### src/rtl/bt_pkg.sv
package bt_pkg;
  typedef enum logic [2:0] {
    SZ_BYTE  = 3'd0,
    SZ_HALF  = 3'd1,
    SZ_WORD  = 3'd2,
    SZ_DWORD = 3'd3,
    SZ_QWORD = 3'd4
  } xsize_e;

  localparam int WORD_LG = 2;  // log2 of master-side word bytes
  localparam int LINE_LG = 5;  // log2 of prefetch line bytes
  localparam int LINE_WORDS = 1 << (LINE_LG - WORD_LG);
endpackage

### src/rtl/bt_planner.sv
module bt_planner
  import bt_pkg::*;
#(
  parameter int ADDR_W = 32,
  parameter int LEN_W  = 8,
  localparam int CNT_W = LEN_W + 3
) (
  input  logic              i_write,
  input  logic              i_burst,
  input  logic [2:0]        i_size,
  input  logic [LEN_W-1:0]  i_len,
  input  logic [ADDR_W-1:0] i_addr,
  input  logic              i_pref,
  output logic [2:0]        o_size,
  output logic [CNT_W-1:0]  o_count,
  output logic [ADDR_W-1:0] o_addr,
  output logic              o_gap
);
  localparam int TMP_W = LEN_W + 5;

  function automatic logic [ADDR_W-1:0] align_down(input logic [ADDR_W-1:0] a,
                                                   input logic [2:0] lg);
    logic [ADDR_W-1:0] m;
    m = '1;
    m = m << lg;
    return a & m;
  endfunction

  // ceil(beats * 2**size / 4)
  function automatic logic [CNT_W-1:0] words_of(input logic [LEN_W-1:0] beats,
                                                input logic [2:0] sz);
    logic [TMP_W-1:0] b;
    b = TMP_W'(beats) << sz;
    b = b + TMP_W'(3);
    b = b >> WORD_LG;
    return CNT_W'(b);
  endfunction

  // words left up to the end of the current line
  function automatic logic [CNT_W-1:0] line_rest(input logic [ADDR_W-1:0] a);
    return CNT_W'(LINE_WORDS) - CNT_W'(a[LINE_LG-1:WORD_LG]);
  endfunction

  logic narrow;
  logic [LEN_W-1:0] beats_eff;
  assign narrow    = (i_size <= SZ_WORD);
  assign beats_eff = i_burst ? i_len : LEN_W'(1);

  always_comb begin
    o_gap = 1'b0;
    if (!i_write && i_burst && i_pref) begin
      o_size  = SZ_WORD;
      o_count = line_rest(i_addr);
      o_addr  = align_down(i_addr, 3'(WORD_LG));
    end else if (!i_write && i_burst && narrow) begin
      o_size  = i_size;
      o_count = CNT_W'(i_len);
      o_addr  = align_down(i_addr, i_size);
      o_gap   = 1'b1;
    end else if (!i_burst && narrow) begin
      o_size  = i_size;
      o_count = CNT_W'(1);
      o_addr  = align_down(i_addr, i_size);
    end else begin
      o_size  = SZ_WORD;
      o_count = words_of(beats_eff, i_size);
      o_addr  = align_down(i_addr, 3'(WORD_LG));
    end
  end
endmodule

### src/rtl/bt_sequencer.sv
module bt_sequencer #(
  parameter int ADDR_W = 32,
  parameter int CNT_W  = 11
) (
  input  logic              clk,
  input  logic              rst_n,
  input  logic              start,
  input  logic [2:0]        p_size,
  input  logic [CNT_W-1:0]  p_count,
  input  logic [ADDR_W-1:0] p_addr,
  input  logic              p_gap,
  output logic              running,
  output logic              xfer_valid,
  output logic              xfer_busy,
  output logic              xfer_seq,
  output logic [2:0]        xfer_size,
  output logic [ADDR_W-1:0] xfer_addr,
  output logic [CNT_W-1:0]  beat_count,
  output logic              done
);
  logic              active_q, gap_q, first_q, gap_en_q, done_q;
  logic [CNT_W-1:0]  left_q, count_q;
  logic [ADDR_W-1:0] addr_q;
  logic [2:0]        sz_q;

  // named internal events
  logic              beat_fire, gap_fire, last_beat;
  logic [ADDR_W-1:0] step;

  assign beat_fire = active_q && !gap_q;
  assign gap_fire  = active_q && gap_q;
  assign last_beat = beat_fire && (left_q == CNT_W'(1));
  assign step      = ADDR_W'(1) << sz_q;

  always_ff @(posedge clk) begin
    if (!rst_n) begin
      active_q <= 1'b0;
      gap_q    <= 1'b0;
      first_q  <= 1'b0;
      gap_en_q <= 1'b0;
      done_q   <= 1'b0;
      left_q   <= '0;
      count_q  <= '0;
      addr_q   <= '0;
      sz_q     <= '0;
    end else begin
      done_q <= 1'b0;
      if (start) begin
        active_q <= 1'b1;
        gap_q    <= 1'b0;
        first_q  <= 1'b1;
        gap_en_q <= p_gap;
        left_q   <= p_count;
        count_q  <= p_count;
        addr_q   <= p_addr;
        sz_q     <= p_size;
      end else if (last_beat) begin
        active_q <= 1'b0;
        done_q   <= 1'b1;
      end else if (beat_fire) begin
        left_q  <= left_q - CNT_W'(1);
        addr_q  <= addr_q + step;
        first_q <= 1'b0;
        gap_q   <= gap_en_q;
      end else if (gap_fire) begin
        gap_q <= 1'b0;
      end
    end
  end

  assign running    = active_q;
  assign xfer_valid = beat_fire;
  assign xfer_busy  = gap_fire;
  assign xfer_seq   = !first_q;
  assign xfer_size  = sz_q;
  assign xfer_addr  = addr_q;
  assign beat_count = count_q;
  assign done       = done_q;

  a_r1_first_beat_next: assert property (@(posedge clk) disable iff (!rst_n)
    start |=> xfer_valid && !xfer_seq);
  a_r2_nonzero_plan: assert property (@(posedge clk) disable iff (!rst_n)
    start |-> p_count != '0);
  a_r4_busy_exclusive: assert property (@(posedge clk) disable iff (!rst_n)
    !(xfer_valid && xfer_busy));
  a_r4_busy_then_beat: assert property (@(posedge clk) disable iff (!rst_n)
    xfer_busy |=> xfer_valid && xfer_seq);
  a_r9_addr_step: assert property (@(posedge clk) disable iff (!rst_n)
    (xfer_valid && xfer_seq && $past(xfer_valid)) |->
      xfer_addr == $past(xfer_addr) + (ADDR_W'(1) << xfer_size));
  a_r10_done_after_beat: assert property (@(posedge clk) disable iff (!rst_n)
    done |-> $past(xfer_valid) && !running);
  a_r10_done_pulse: assert property (@(posedge clk) disable iff (!rst_n)
    done |=> !done);
endmodule

### src/rtl/burst_xlate.sv
module burst_xlate
  import bt_pkg::*;
#(
  parameter int ADDR_W = 32,
  parameter int LEN_W  = 8,
  localparam int CNT_W = LEN_W + 3
) (
  input  logic              clk,
  input  logic              rst_n,
  input  logic              cmd_valid,
  output logic              cmd_ready,
  input  logic              cmd_write,
  input  logic              cmd_burst,
  input  logic [2:0]        cmd_size,
  input  logic [LEN_W-1:0]  cmd_len,
  input  logic [ADDR_W-1:0] cmd_addr,
  input  logic              cmd_pref,
  output logic              xfer_valid,
  output logic              xfer_busy,
  output logic              xfer_seq,
  output logic [2:0]        xfer_size,
  output logic [ADDR_W-1:0] xfer_addr,
  output logic [CNT_W-1:0]  beat_count,
  output logic              done
);
  logic              accept, running;
  logic [2:0]        pl_size;
  logic [CNT_W-1:0]  pl_count;
  logic [ADDR_W-1:0] pl_addr;
  logic              pl_gap;

  assign cmd_ready = !running;
  assign accept    = cmd_valid && cmd_ready;

  bt_planner #(.ADDR_W(ADDR_W), .LEN_W(LEN_W)) u_plan (
    .i_write (cmd_write),
    .i_burst (cmd_burst),
    .i_size  (cmd_size),
    .i_len   (cmd_len),
    .i_addr  (cmd_addr),
    .i_pref  (cmd_pref),
    .o_size  (pl_size),
    .o_count (pl_count),
    .o_addr  (pl_addr),
    .o_gap   (pl_gap)
  );

  bt_sequencer #(.ADDR_W(ADDR_W), .CNT_W(CNT_W)) u_seq (
    .clk        (clk),
    .rst_n      (rst_n),
    .start      (accept),
    .p_size     (pl_size),
    .p_count    (pl_count),
    .p_addr     (pl_addr),
    .p_gap      (pl_gap),
    .running    (running),
    .xfer_valid (xfer_valid),
    .xfer_busy  (xfer_busy),
    .xfer_seq   (xfer_seq),
    .xfer_size  (xfer_size),
    .xfer_addr  (xfer_addr),
    .beat_count (beat_count),
    .done       (done)
  );

  a_r1_ready_low_while_running: assert property (@(posedge clk) disable iff (!rst_n)
    (xfer_valid || xfer_busy) |-> !cmd_ready);
  a_r6_single_narrow_one_beat: assert property (@(posedge clk) disable iff (!rst_n)
    (accept && !cmd_burst && cmd_size <= SZ_WORD) |=> beat_count == CNT_W'(1));
endmodule

### config.mk
export PLATFORM = sky130hd
export DESIGN_NAME = burst_xlate
export DESIGN_NICKNAME = d
export VERILOG_FILES = /design/src/rtl/bt_pkg.sv /design/src/rtl/bt_planner.sv /design/src/rtl/bt_sequencer.sv /design/src/rtl/burst_xlate.sv
export SDC_FILE = /design/constraint.sdc
export NUM_CORES = 1
export LEC_CHECK = 0
export BUFFER_PORTS_ARGS = -buffer_cell sky130_fd_sc_hd__buf_2
export CORE_ASPECT_RATIO = 1.4
export CORE_MARGIN = 2
export CORE_UTILIZATION = 54
export DETAILED_ROUTE_END_ITERATION = 12
export MAX_ROUTING_LAYER = met4
export PLACE_DENSITY = 0.81
export SLEW_MARGIN = 0
export SYNTH_ARGS = -nofsm -noshare
export SYNTH_HDL_FRONTEND = slang
export SYNTH_SLANG_ARGS = --single-unit
### constraint.sdc
create_clock -name clk -period 3.13 [get_ports clk]
set_input_delay 0 -clock clk [delete_from_list [all_inputs] [get_ports clk]]
set_output_delay 0 -clock clk [all_outputs]
set_load 0.005 [all_outputs]
==> impl_metrics.tcl, run 1 <==
set metrics [dict create \
    yosys.area_share.simple_pct 24.5 \
    syn_nets 586 \
    synth_top_area_share_pct 30.4 \
    period_share_pct 90.6 \
    cp-end-kind "register" \
    synth-edff-count 0 \
    area_growth_pct 25.3 \
    num_rows 37 \
    synth_cells 525 \
    seq_area_frac_synth_pct 30.4 \
    setup_viol 0 \
    ys_async_sr_fraction_pct 0 \
    synth_area_sq_um 4090 \
    port_buffers 99 \
    leakagePower_nw 2.20 \
    core_sq_um 7360 \
    synth_area_leader_cell "dfxtp_1" \
    synth-main-ff-cell "dfxtp_1" \
    postCtsResizedCells 0 \
    grt_start_max_net_pins 55 \
    hold_buffers 32 \
    cp-start-kind "register" \
    synth_top_family_by_area "compound AO/OA/AOI/OAI gates" \
    drive_above_1_share_pct 22.4 \
    place_congestion 0.959 \
    worst_ep_required_time_ns 3.34 \
    hold_viol 0 \
    synth_area_leaders "dfxtp_1 30%, a21oi_1 7.5%, nand2_1 5.5%, o21ai_0 4.0%, nor2_1 3.6%" \
    overflow 0 \
    final_common_cell "buf_2" \
    worstPathMaxFanout 14 \
    fmax_ghz 0.353 \
    drc 0 \
    finalMaxSlewViolations 0 \
    ir_drop_mv 0.258 \
    place_hpwl_microns 8190 \
    io_pins 100 \
    status "completed" \
    worstPathArrival_ns 3.04 \
    die_h_microns 107 \
    period_minus_slack_ns 2.84 \
    hold_path_class "in2reg" \
    dr.first_iter.drc_count 269 \
    avgSynthCellArea_sq_um 7.79 \
    synthMuxAreaShare_pct 3.95 \
    maxCapViolations 0 \
    antenna_found_initial 0 \
    worstMarginPinSlew_ns 1.10 \
    relSlewSlack_pct 26.3 \
    grt_pass1_wl_microns 19000 \
    clk_latency_ns 0.35 \
    criticalPathCategory "reg2reg" \
    num-nets-final 700 \
    fin_util_pct 69.6 \
    grt_use_total_pct 29.1 \
    fin_skew_ns 0.0109 \
    path_clk_slew_ns 0.07 \
    die_w_microns 77.5 \
    via_count 4438 \
    synthDistinctLibCells 67 \
    htreeDepth 3 \
    n_antenna_cell 0 \
    wl_per_cell_microns 15.9 \
    clockBufferDepth 2 \
    viasPerCell 5.99 \
    mostFrequentLayoutCells "99 x buf_2, 62 x dfxtp_1, 61 x a21oi_1" \
    synth_warnings 0 \
    ys_ff_latch 62 \
    tns_ns 0 \
    power_density_nw_per_um2 443 \
    start_util_pct 55.5 \
    numClockSinks 62 \
    ctsRootBufferMaster "clkbuf_8" \
    grt_pass1_vias 4122 \
    numCtsBuffers 9 \
    firstDrtPassIters 5 \
    synthAdderAreaFrac_pct 3.86 \
    synthXorXnorAreaFrac_pct 6.40 \
    ant_nets 0 \
    synth_compound_area_share_pct 25.4 \
    cts_setup_buffers 0 \
    rsz0062_at_grt "false" \
    routed_wl_microns 11800 \
    fp.dieArea_sq_um 8290 \
    cts_tree "done" \
]
## flip-flops by register name, indices dropped and copies added, names as in the netlist
signal and cells:
u_seq.first_q 1, u_seq.running 1, u_seq.gap_q 1, u_seq.left_q 11, u_seq.gap_en_q 1, u_seq.beat_count 11, u_seq.xfer_size 3, u_seq.done 1
u_seq.xfer_addr 32
## worst max-delay path, stage by stage, from the launching register on
cell      delay, ns
dfxtp_1        0.49
nor3b_1        0.41
ha_1           0.23
a21o_1         0.09
a21oi_1        0.11
o211ai_1       0.25
a31o_2         0.40
or4b_1         0.50
xnor2_1        0.15
a21oi_1        0.08
## synthesized netlist by cell type, types with 4 or more instances
| master | instances |
|---|---|
| a211oi_1 | 13 |
| a21oi_1 | 61 |
| a22oi_1 | 5 |
| a31oi_1 | 8 |
| and3_1 | 12 |
| clkbuf_1 | 24 |
| dfxtp_1 | 62 |
| ha_1 | 11 |
| inv_1 | 17 |
| mux2_2 | 8 |
| mux2i_1 | 6 |
| nand2_1 | 60 |
| nand2b_1 | 6 |
| nand3_1 | 23 |
| nand4_1 | 14 |
| nor2_1 | 39 |
| nor2b_1 | 5 |
| nor3_1 | 5 |
| nor4_1 | 5 |
| o211ai_1 | 8 |
| o21a_1 | 4 |
| o21ai_0 | 33 |
| xnor2_1 | 13 |
| xor2_1 | 15 |
## stage by stage
step | std cells | power (mW) | worst slack (ns) | hold WS (ns) | cell area (sq um)
final | 741 | 2.27 | 0.294 | 0.0184 | 5120
after global routing | 741 | 2.38 | 0.135 | 0.0291 | 5120
after CTS | 741 | 2.27 | 0.335 | 0.00658 | 5120
after detailed placement | 693 | 1.46 | 0.353 | 0.232 | 4580
after global placement | 693 | 1.45 | 0.493 | 0.222 | 4580
after floorplan | 525 | 1.29 | 0.544 | 0.130 | 4090
## metal layers
layer  global-route usage, %  routed length [microns]  vias up
li1                        -                        -     2144
met1                    32.5                     4720     2093
met2                    51.8                     6260      181
met3                    4.38                      549       20
met4                    12.0                      233        0
met5                       -                        0        -
## logic make-up (layout without fill, tap and decap cells)
group,count (synthesis),in the layout
fa+ha+maj,12,12
simple gates,195,195
flops,62,62
compound gates,162,162
buf+inv,50,169
mux,15,15
xor+xnor,29,29
## final timing paths
| path | from | to | slack, ns | depth (start not counted) |
|---|---|---|---|---|
| worst min-delay path | cmd_len[4] | u_seq.beat_count[4] | 0.02 | 3 |
| worst max register to register | u_seq.xfer_size[0] | u_seq.xfer_addr[23] | 0.29 | 9 |
| worst min register to register | u_seq.beat_count[1] | u_seq.beat_count[1] | 0.45 | 2 |
| worst max-delay path | u_seq.xfer_size[0] | u_seq.xfer_addr[23] | 0.29 | 9 |
## power breakdown
| part | switching (mW) | internal (mW) |
|---|---|---|
| combinational | 0.319 | 0.246 |
| sequential | 0.0707 | 0.854 |
| clock | 0.311 | 0.468 |
## final cells by class
class                           count  area, sq um
Multi-Input combinational cell    413         2630
Timing Repair Buffer              136          853
Tap cell                           97          121
Sequential cell                    62         1240
Fill cell                         598         2240
Clock inverter                      4         70.1
Clock buffer                       12          145
Inverter                           17         63.8
(Power assumes the default switching activity.)
==> run 2, diff against run 1 <==
--- a/config.mk
+++ b/config.mk
@@ -5,14 +5,14 @@
 export SDC_FILE = /design/constraint.sdc
 export NUM_CORES = 1
 export LEC_CHECK = 0
+export ABC_AREA = 1
 export BUFFER_PORTS_ARGS = -buffer_cell sky130_fd_sc_hd__buf_2
 export CORE_ASPECT_RATIO = 1.4
 export CORE_MARGIN = 2
-export CORE_UTILIZATION = 54
+export CORE_UTILIZATION = 56
 export DETAILED_ROUTE_END_ITERATION = 12
 export MAX_ROUTING_LAYER = met4
 export PLACE_DENSITY = 0.81
-export SLEW_MARGIN = 0
 export SYNTH_ARGS = -nofsm -noshare
 export SYNTH_HDL_FRONTEND = slang
 export SYNTH_SLANG_ARGS = --single-unit
==> impl_metrics.tcl, run 2 <==
set metrics [dict create \
    die_h_microns 114 \
    start_util_pct 57.0 \
    wl_per_cell_microns 16.4 \
    synth_warnings 0 \
    final_common_cell "nand2_1" \
    synth_cells 782 \
    rsz0062_at_grt "false" \
    hold_viol 0 \
    fin_skew_ns 0.00923 \
    power_density_nw_per_um2 463 \
    worst_ep_required_time_ns 3.40 \
    ctsRootBufferMaster "clkbuf_16" \
    status "completed" \
    place_congestion 0.985 \
    grt_start_max_net_pins 59 \
    synth_area_leader_cell "dfxtp_1" \
    synthDistinctLibCells 49 \
    num-nets-final 940 \
    dr.first_iter.drc_count 365 \
    htreeDepth 3 \
    n_antenna_cell 0 \
    worstPathMaxFanout 6 \
    area_growth_pct 19.6 \
    postCtsResizedCells 0 \
    grt_pass1_wl_microns 24800 \
    cp-start-kind "register" \
    worstMarginPinSlew_ns 0.841 \
    syn_nets 843 \
    cts_tree "done" \
    numCtsBuffers 9 \
    path_clk_slew_ns 0.06 \
    cpPeakStageDelay_ns 0.40 \
    path_cells "inv_1 > nor3_1 > fa_1 > nand2_1 > o21ai_2 > nand2_1 > nand2_1 > nand4_1 > or2_0 > nand3_1 > nand2_1 > a21oi_1" \
    cp-end-kind "register" \
    relSlewSlack_pct 43.9 \
    synth-edff-count 0 \
    ys_ff_latch 62 \
    period_minus_slack_ns 2.47 \
    ant_nets 0 \
    cts_setup_buffers 0 \
    numClockSinks 62 \
    synth_common_cells "199 x nand2_1, 101 x nand3_1, 74 x nor2_1" \
    ir_drop_mv 0.315 \
    tns_ns 0 \
    grt_pass1_vias 5358 \
    port_buffers 99 \
    die_w_microns 82.4 \
    criticalPathCategory "reg2reg" \
    clk_latency_ns 0.34 \
    synth_area_leaders "dfxtp_1 26%, nand2_1 15%, nand3_1 10%, a21oi_1 6.0%, nor2_1 5.8%" \
    fp.dieArea_sq_um 9380 \
    overflow 0 \
    crit_path_frequent_cell "nand2_1" \
    viasPerCell 5.89 \
    num_rows 40 \
    seq_area_frac_synth_pct 25.7 \
    io_pins 100 \
    via_count 5826 \
    firstDrtPassIters 6 \
    antenna_found_initial 0 \
    place_hpwl_microns 12000 \
    avgSynthCellArea_sq_um 6.16 \
    whs_ns 0.00471 \
    finalMaxSlewViolations 0 \
    setup_viol 0 \
    hold_path_class "in2reg" \
    slowest_stage "dfxtp_1" \
    clockBufferDepth 2 \
    synth_top_area_share_pct 25.7 \
    period_share_pct 79.1 \
    maxCapViolations 0 \
    fmax_ghz 0.404 \
    fin_util_pct 68.2 \
    yosysMostFrequentCell "nand2_1" \
    fin_ws_ns 0.656 \
    dp_slack_ns 0.737 \
    synth_area_sq_um 4820 \
    grt_use_total_pct 35.2 \
    synth-main-ff-cell "dfxtp_1" \
    ys_async_sr_fraction_pct 0 \
    largest_reg_flops 32 \
    hold_buffers 14 \
    fillerInstances 820 \
    mostFrequentLayoutCells "198 x nand2_1, 101 x nand3_1, 99 x buf_2" \
    drive_above_1_share_pct 19.0 \
    drc 0 \
    routed_wl_microns 16200 \
    worstPathArrival_ns 2.74 \
    core_sq_um 8460 \
    leakagePower_nw 2.77 \
]
[run 2: metrics by stage]
stage                     total power [mW]  cell area, sq um  cells
after floorplan                       1.34              4820    782
after global placement                1.51              5290    959
after detailed placement              1.53              5290    959
after CTS                             2.66              5760    989
after global routing                  2.77              5760    989
final                                 2.67              5760    989
[run 2: kinds of logic (layout without fill, tap and decap cells)]
kind of cell / count (synthesis) / count (layout) / synth area share [%]
buffers and inverters: 108 / 210 / 9.91
AND/OR/NAND/NOR: 450 / 450 / 42.9
flip-flops: 62 / 62 / 25.7
AO/OA/AOI/OAI: 146 / 146 / 17.4
XOR/XNOR: 4 / 4 / 0.727
adder cells (fa/ha/maj): 12 / 12 / 3.27
[run 2: worst paths after layout]
path / startpoint / end / slack [ns] / cells after the start
max reg2reg: u_seq.xfer_size[0] / u_seq.xfer_addr[24] / 0.66 / 12
max: u_seq.xfer_size[0] / u_seq.xfer_addr[24] / 0.66 / 12
min reg2reg: u_seq.gap_en_q / u_seq.gap_en_q / 0.46 / 2
min: cmd_addr[13] / u_seq.xfer_addr[13] / 0.005 / 3
[run 2: report_power, final]
group | total [mW] | switching, mW | internal [mW]
registers | 0.936 | 0.0813 | 0.854
clock network | 1.13 | 0.403 | 0.724
logic | 0.606 | 0.381 | 0.225
total | 2.67 | 0.865 | 1.80
[run 2: worst max-delay path: cells and delay by family (launching register included)]
kind	cells	cell delay, ns
flip-flops	1	0.40
adder cells (fa/ha/maj)	1	0.30
AND/OR/NAND/NOR	8	1.24
AO/OA/AOI/OAI	2	0.35
buffers and inverters	1	0.13
[run 2: layout make-up]
class	count	area [sq um]	share of cell area, %
Clock buffer	10	239	4.15
Clock inverter	6	93.8	1.63
Inverter	77	289	5.01
Multi-Input combinational cell	612	3100	53.9
Sequential cell	62	1240	21.5
Tap cell	105	131	2.28
Timing Repair Buffer	117	666	11.5
[run 2: per-layer routing]
layer  track usage (%)  share of wire, %  up-vias
met2              64.2                54      257
li1                  -                 -     2838
met5                 -                 0        -
met3              4.43               5.9       55
met4              19.1               4.4        0
met1              35.1                36     2676
